--- config.mk ---
export PLATFORM = sky130hd
export DESIGN_NAME = interval_timer
export DESIGN_NICKNAME = d
export VERILOG_FILES = /design/src/rtl/tmr_pkg.sv /design/src/rtl/tmr_decode.sv /design/src/rtl/tmr_prescaler.sv /design/src/rtl/tmr_counter.sv /design/src/rtl/interval_timer.sv
export SDC_FILE = /design/constraint.sdc
export NUM_CORES = 1
export LEC_CHECK = 0
export BUFFER_PORTS_ARGS = -buffer_cell sky130_fd_sc_hd__buf_4
export CAP_MARGIN = 25
export CORE_UTILIZATION = 45
export CTS_CLUSTER_SIZE = 30
export DETAILED_ROUTE_END_ITERATION = 16
export GPL_TIMING_DRIVEN = 0
export PLACE_DENSITY = 0.63
export SYNTH_ARGS = -nofsm -noshare
export SYNTH_HDL_FRONTEND = slang
export SYNTH_SLANG_ARGS = --single-unit
--- constraint.sdc ---
create_clock -name clk -period 3.7 [get_ports clk]
set_input_delay 0.37 -clock clk [delete_from_list [all_inputs] [get_ports clk]]
set_output_delay 0.37 -clock clk [all_outputs]
set_load 0.05 [all_outputs]
--- src/rtl/tmr_pkg.sv ---
package tmr_pkg;

    localparam int REG_W  = 8;
    localparam int BASE_W = 16;
    localparam int N_REGS = 4;

    typedef enum logic [1:0] {
        OFS_DIV  = 2'd0,
        OFS_CNT  = 2'd1,
        OFS_RLD  = 2'd2,
        OFS_CTRL = 2'd3
    } reg_ofs_e;

    typedef struct packed {
        logic div;
        logic cnt;
        logic rld;
        logic ctrl;
    } wr_sel_t;

    typedef struct packed {
        logic       run;
        logic [1:0] rate;
    } ctrl_t;

    // low-bit mask of the base counter for each rate code
    function automatic logic [BASE_W-1:0] rate_mask(input logic [1:0] code);
        case (code)
            2'b00:   rate_mask = 16'd1023;
            2'b01:   rate_mask = 16'd15;
            2'b10:   rate_mask = 16'd63;
            default: rate_mask = 16'd255;
        endcase
    endfunction

endpackage

--- src/rtl/tmr_decode.sv ---
module tmr_decode
    import tmr_pkg::*;
#(
    parameter int          ADDR_W    = 16,
    parameter [ADDR_W-1:0] BASE_ADDR = 16'hFF04
) (
    input  logic [ADDR_W-1:0] addr,
    input  logic              wr_en,
    input  logic [REG_W-1:0]  div_val,
    input  logic [REG_W-1:0]  cnt_val,
    input  logic [REG_W-1:0]  rld_val,
    input  ctrl_t             ctrl_val,
    output wr_sel_t           wr_sel,
    output logic [REG_W-1:0]  rd_data
);
    logic [N_REGS-1:0] hit;

    for (genvar g = 0; g < N_REGS; g++) begin : g_hit
        localparam logic [ADDR_W-1:0] MY_ADDR = BASE_ADDR + ADDR_W'(g);
        assign hit[g] = (addr == MY_ADDR);
    end

    always_comb begin
        wr_sel.div  = wr_en & hit[OFS_DIV];
        wr_sel.cnt  = wr_en & hit[OFS_CNT];
        wr_sel.rld  = wr_en & hit[OFS_RLD];
        wr_sel.ctrl = wr_en & hit[OFS_CTRL];
    end

    always_comb begin
        rd_data = '0;
        if (hit[OFS_DIV])  rd_data = div_val;
        if (hit[OFS_CNT])  rd_data = cnt_val;
        if (hit[OFS_RLD])  rd_data = rld_val;
        if (hit[OFS_CTRL]) rd_data = {5'b11111, ctrl_val};
    end
endmodule

--- src/rtl/tmr_prescaler.sv ---
module tmr_prescaler
    import tmr_pkg::*;
(
    input  logic              clk,
    input  logic              rst,
    input  logic              tick,
    input  logic              clear,
    input  ctrl_t             ctrl,
    output logic [BASE_W-1:0] base_q,
    output logic              step
);
    logic [BASE_W-1:0] base_nxt;

    assign base_nxt = base_q + BASE_W'(1);
    assign step = tick & ~clear & ctrl.run &
                  ((base_nxt & rate_mask(ctrl.rate)) == '0);

    always_ff @(posedge clk) begin
        if (rst)        base_q <= '0;
        else if (clear) base_q <= '0;
        else if (tick)  base_q <= base_nxt;
    end
endmodule

--- src/rtl/tmr_counter.sv ---
module tmr_counter
    import tmr_pkg::*;
(
    input  logic             clk,
    input  logic             rst,
    input  logic             step,
    input  logic             cnt_wr,
    input  logic             rld_wr,
    input  logic [REG_W-1:0] wr_data,
    output logic [REG_W-1:0] cnt_q,
    output logic [REG_W-1:0] rld_q,
    output logic             irq_q
);
    logic wrap;
    assign wrap = step & (cnt_q == '1) & ~cnt_wr;

    always_ff @(posedge clk) begin
        if (rst) begin
            cnt_q <= '0;
            rld_q <= '0;
            irq_q <= 1'b0;
        end else begin
            irq_q <= wrap;
            if (rld_wr) rld_q <= wr_data;
            if (cnt_wr)    cnt_q <= wr_data;
            else if (wrap) cnt_q <= rld_q;
            else if (step) cnt_q <= cnt_q + REG_W'(1);
        end
    end
endmodule

--- src/rtl/interval_timer.sv ---
module interval_timer
    import tmr_pkg::*;
#(
    parameter int          ADDR_W    = 16,
    parameter [ADDR_W-1:0] BASE_ADDR = 16'hFF04
) (
    input  logic              clk,
    input  logic              rst,
    input  logic              tick,
    input  logic [ADDR_W-1:0] addr,
    input  logic              wr_en,
    input  logic [REG_W-1:0]  wr_data,
    output logic [REG_W-1:0]  rd_data,
    output logic              irq
);
    wr_sel_t           wsel;
    ctrl_t             ctrl_q;
    logic [BASE_W-1:0] base_q;
    logic              step;
    logic [REG_W-1:0]  cnt_q, rld_q;

    tmr_decode #(.ADDR_W(ADDR_W), .BASE_ADDR(BASE_ADDR)) u_dec (
        .addr(addr), .wr_en(wr_en),
        .div_val(base_q[BASE_W-1 -: REG_W]), .cnt_val(cnt_q),
        .rld_val(rld_q), .ctrl_val(ctrl_q),
        .wr_sel(wsel), .rd_data(rd_data)
    );

    always_ff @(posedge clk) begin
        if (rst)            ctrl_q <= '0;
        else if (wsel.ctrl) ctrl_q <= wr_data[2:0];
    end

    tmr_prescaler u_pre (
        .clk(clk), .rst(rst), .tick(tick), .clear(wsel.div),
        .ctrl(ctrl_q), .base_q(base_q), .step(step)
    );

    tmr_counter u_cnt (
        .clk(clk), .rst(rst), .step(step), .cnt_wr(wsel.cnt),
        .rld_wr(wsel.rld), .wr_data(wr_data),
        .cnt_q(cnt_q), .rld_q(rld_q), .irq_q(irq)
    );
endmodule

### Word level (Yosys, flattened, before mapping)

Cells that the tools add are included.

* register bits: 36
* input port bits: 28
* output and inout port bits: 9
* logic and storage cells: 39

* $add $sub $neg: 2
* equal/unequal tests: 7
* multiplexer cells: 8
* bitwise logic cells: 12
* reductions and logical operators: 4

Operators by type and width (count)
* equality test 16 bit, second input constant: 4
* two-way mux 8 bit: 7
* case mux 10 bit (3 select lines): 1
* adder 16 x 1 -> 16 bit, second input constant: 1
* AND 16 x 10 -> 16 bit: 1
* logical NOT 16 bit: 1
* AND 1 bit: 9
* adder 8 x 1 -> 8 bit, second input constant: 1
* equality test 8 bit, second input constant: 1
* nonzero test 3 bit: 1
* equality test 2 x 1 -> 1 bit, second input constant: 1
* equality test 2 bit, second input constant: 1
* logical NOT 2 bit: 1
* inverter 1 bit: 2
* OR reduction 2 bit: 1

### Logic depth before layout (Yosys ltp)

* depth in word-level cells: 10
* gate-level depth with buffers: 10
* depth with buffers taken out: 8

### Cells and area by module

From an unflattened synthesis, not the netlist that was laid out.

* cells, all modules: 247
* area total of the unflattened synthesis: 2154.6 um^2

By module, submodules not included
* tmr_prescaler: times used 1, cells each 105, area each 879.6 um^2
* tmr_counter: times used 1, cells each 96, area each 849.6 um^2
* tmr_decode: times used 1, cells each 37, area each 324.1 um^2
* interval_timer: times used 1, cells each 9, area each 101.3 um^2

### Worst setup path after synthesis

No wires, ideal clock.

* kind: input port to output port
* start point: in addr[4]
* end point: out rd_data[3]
* data arrival time: 2.192 ns
* required time: 3.330 ns
* slack: 1.138 ns
* stages on the path: 4
* buffers on the path: 1
* cell sequence: or4b_4 > or4_4 > buf_6 > nor2_1

* cells in the longest elaborated chain, start to end: 5

Ends and longest elaborated chain
* start, declared: RTL line interval_timer.sv:10 `input logic [ADDR_W-1:0] addr,`
* equality test 16 bit: RTL line tmr_decode.sv:20 `assign hit[g] = (addr == MY_ADDR);`
* two-way mux 8 bit: RTL line tmr_decode.sv:32 `if (hit[OFS_DIV]) rd_data = div_val;`
* two-way mux 8 bit: RTL line tmr_decode.sv:33 `if (hit[OFS_CNT]) rd_data = cnt_val;`
* two-way mux 8 bit: RTL line tmr_decode.sv:34 `if (hit[OFS_RLD]) rd_data = rld_val;`
* two-way mux 8 bit (*): RTL line tmr_decode.sv:35 `if (hit[OFS_CTRL]) rd_data = {5'b11111, ctrl_val};`
* end, declared: RTL line interval_timer.sv:13 `output logic [REG_W-1:0] rd_data,`

Every way passes the cells marked *; elsewhere a longest branch is shown, timed or not.

### Worst setup path after layout

* start point: reg u_pre.base_q[0]
* end point: reg u_cnt.cnt_q[0]

* cells in the longest elaborated chain, start to end: 8

Ends and longest elaborated chain
* start, declared: RTL line tmr_prescaler.sv:9 `output logic [BASE_W-1:0] base_q,`
* start signal, assigned: RTL line tmr_prescaler.sv:21 `else if (tick) base_q <= base_nxt;`
* adder 16 x 1 -> 16 bit (*): RTL line tmr_prescaler.sv:14 `assign base_nxt = base_q + BASE_W'(1);`
* AND 16 x 10 -> 16 bit (*): RTL line tmr_prescaler.sv:16 `((base_nxt & rate_mask(ctrl.rate)) == '0);`
* logical NOT 16 bit (*): RTL line tmr_prescaler.sv:16
* AND 1 bit (*): RTL line tmr_prescaler.sv:15 `assign step = tick & ~clear & ctrl.run &`
* AND 1 bit (2 in series): RTL line tmr_counter.sv:15 `assign wrap = step & (cnt_q == '1) & ~cnt_wr;`
* two-way mux 8 bit: RTL line tmr_counter.sv:26 `else if (wrap) cnt_q <= rld_q;`
* two-way mux 8 bit: RTL line tmr_counter.sv:25 `if (cnt_wr) cnt_q <= wr_data;`
* end signal, assigned: RTL line tmr_counter.sv:25
* end signal, assigned: RTL line tmr_counter.sv:26
* end signal, assigned: RTL line tmr_counter.sv:27 `else if (step) cnt_q <= cnt_q + REG_W'(1);`
* end, declared: RTL line tmr_counter.sv:10 `output logic [REG_W-1:0] cnt_q,`

Marked as above.
A chain may end at the register's enable or synchronous reset.

==> metrics <==
pwr/cell area ~300 nW/µm²; syn nets 278; Worst VDD drop roughly 0.20 mV; Ys Warns 0; Via density 5.31; Final Hold Viols 0; fill count about 450; vias in the first global route 1621; core area ~4400 µm²; Layout Cells excl Fill 340; Setup Slack @ Placement a little over 1 ns; clock transition at the registers of the reported paths 0.07 ns; Die Area ~5000 µm²; WP data required about 3.9 ns; cell accounting for the most synthesized area dfxtp_1; Worst Path Arrival roughly 2.7 ns; number of I/O pins 37; Setup WS post-layout approximately 1.1 ns; Tcrit/Tclk final 69.3%; Hold Startpoint wr_data[5]; commonest non-fill, non-tap cell in the layout nor2_1; Unique masters post-synth 44; minimum clock period 2.57 ns; CTS Buffer Depth 2; Max stage delay on crit path ~0.45 ns; critical path class reg -> reg; post-layout util 57.7%; DRC Markers 0; Max-Cap Viols 0; hpwl dp around 3.6 mm; gpl congestion 0.771; setup total negative slack 0 ns; crit path launch u_pre.base_q[0]; Startpoint Class flip-flop; #FFs+latches synth 36; most frequent cells in the layout nor2_1 (37), buf_4 (36), dfxtp_1 (36); post-synthesis average cell area 8.69 µm²; area grow syn2layout 20.4%; Final Max Slew Viols 0; initial antenna violation count 0; cts repair resizes 0; RSZ-0062 raised after global routing no; reg-to-reg critical path startpoint u_pre.base_q[0]; hold_buf cts 0; post-synth top area share 33.8%; CTS Sinks 36; R2R depth 10; Lkg Pwr around 1.1 nW; Starting Density between 40 and 50%; Final Power just under 0.0008 W; Die H roughly 71 µm; clock latency on the worst-skew pair ~0.3 ns; layout cell share with drive strength beyond 1 a little over a fifth; slew margin rel. between 40% and 50%; Congestion Overflow GR 0; Final setup viols 0; sequential area share after synthesis about a third; initial detailed-routing violation count between 80 and 90; Syn Inst Count 245; nets@finish 320; status complete, no violations; DR WL/cell roughly 14 µm; RR Endpoint u_cnt.cnt_q[0]; largest net degree at the start of global routing 12; DIE WIDTH around 70 µm; Post-Syn Area roughly 2100 µm²; dominant cells by area after synthesis dfxtp_1 (34%), mux2i_1 (9.4%), nor2_1 (6.5%), xnor2_1 (4.9%), xor2_1 (4.9%); First-pass DRT Iterations 6; CP endpoint u_cnt.cnt_q[0]; first-pass GRT wire length about 7.8 mm; # rows 24; H-tree levels 2; CTS Buf Count 5; Total Wirelength about 4.7 mm; dpl cells 332; f_max about 0.39 GHz; worst reg2reg setup slack 1.13 ns; Port Buffers 35; critical path's slowest cell dfxtp_1; CTS tree done; ANT cells 0; worst slew pin tran 0.870 ns; Crit. End Element flip-flop; antenna viol nets, final 0; CTS root buf clkbuf_8; via count 1806; Tot GR Track Use 20.2%; critical-path cell list ha_1, and3_1, clkbuf_1, nor2b_1, a211oi_1, a41oi_1, a211o_1, buf_4, mux2i_1, o21ai_1; CP max FO 9; worst hold-check path type in -> reg; Max Clock Skew ~0.0068 ns; post-CTS setup buffer count 0
Yosys cell counts, drive strengths merged:
master,count
nand4b,1
nand4,7
o21ai,11
mux2,7
mux2i,20
a31oi,3
a41oi,1
and2,3
clkbuf,10
and4,2
nor3,4
or4,1
a211oi,1
mux4,3
or2,2
a31o,1
nand2,19
nand2b,1
a21oi,3
o22ai,5
or2b,1
nor2,37
buf,4
nor4,2
dfxtp,36
or3,1
ha,5
xor2,12
xnor2,12
o211ai,2
nor2b,1
inv,7
nand3,11
a311oi,1
and3,6
a211o,1
or4b,1
cell families (layout without fill, tap and decap cells):
| group | after synthesis | after routing | synth area share, % |
|---|---|---|---|
| and+or+nand+nor | 100 | 100 | 24.4 |
| DFF | 36 | 36 | 33.8 |
| muxes | 30 | 30 | 16.3 |
| AOI/OAI and AO/OA | 29 | 29 | 8.34 |
| xor gates and xnor gates | 24 | 24 | 9.87 |
| buffers and inverters | 21 | 64 | 4.29 |
| adders and majority gates | 5 | 5 | 2.94 |
worst min-delay path by stage:
stage                       end  cells after the start
6_report         u_cnt.cnt_q[5]                      3
5_1_grt          u_cnt.cnt_q[4]                      3
4_1_cts          u_cnt.cnt_q[5]                      3
3_5_place_dp   u_pre.base_q[15]                      2
3_3_place_gp   u_pre.base_q[15]                      2
2_1_floorplan         ctrl_q[2]                      1
metrics by stage:
| step | cell area [µm²] | hold slack [ns] |
|---|---|---|
| after floorplan | 2130 | 0.442 |
| final | 2560 | 0.278 |
| after CTS | 2560 | 0.276 |
| after global routing | 2560 | 0.289 |
| after global placement | 2460 | 0.508 |
| after detailed placement | 2460 | 0.511 |
layout make-up:
| type | instances | area (µm²) | area share, % |
|---|---|---|---|
| flip-flops and latches | 36 | 721 | 28.1 |
| clock buffers | 6 | 72.6 | 2.83 |
| plain buffers | 14 | 65.1 | 2.54 |
| repair buffers | 35 | 263 | 10.2 |
| clock inverters | 2 | 35.0 | 1.37 |
| inverters | 7 | 26.3 | 1.02 |
| well taps | 52 | 65.1 | 2.54 |
| multi-input cells | 188 | 1320 | 51.4 |
flip-flops by register name, summed over array words and instances, names as in the netlist:
register / flops
ctrl_q: 3
u_pre.base_q: 16
u_cnt.rld_q: 8
u_cnt.irq_q: 1
u_cnt.cnt_q: 8
routing by layer:
layer	routed length (µm)	part of all wire [%]	global-route usage, %	vias up
li1	-	-	-	940
met1	2410	51	28.7	834
met2	2090	44	30.1	24
met3	152	3.2	4.27	8
met4	71	1.5	7.33	0
met5	0	0	0	-
critical path: cells and delay by family, from the launching register on:
kind / cells / cell delay (ns)
flip-flops: 1 / 0.45
AND/OR/NAND/NOR: 2 / 0.58
buffers and inverters: 2 / 0.40
multiplexers: 1 / 0.23
adder cells (fa/ha/maj): 1 / 0.24
AO/OA/AOI/OAI: 4 / 0.55
report_power, final:
| group | switching, W | internal, W |
|---|---|---|
| logic | 0.0000270 | 0.0000292 |
| registers | 0.00000386 | 0.000390 |
| clock network | 0.000143 | 0.000200 |
No activity file was read; power rests on OpenSTA's default activity.
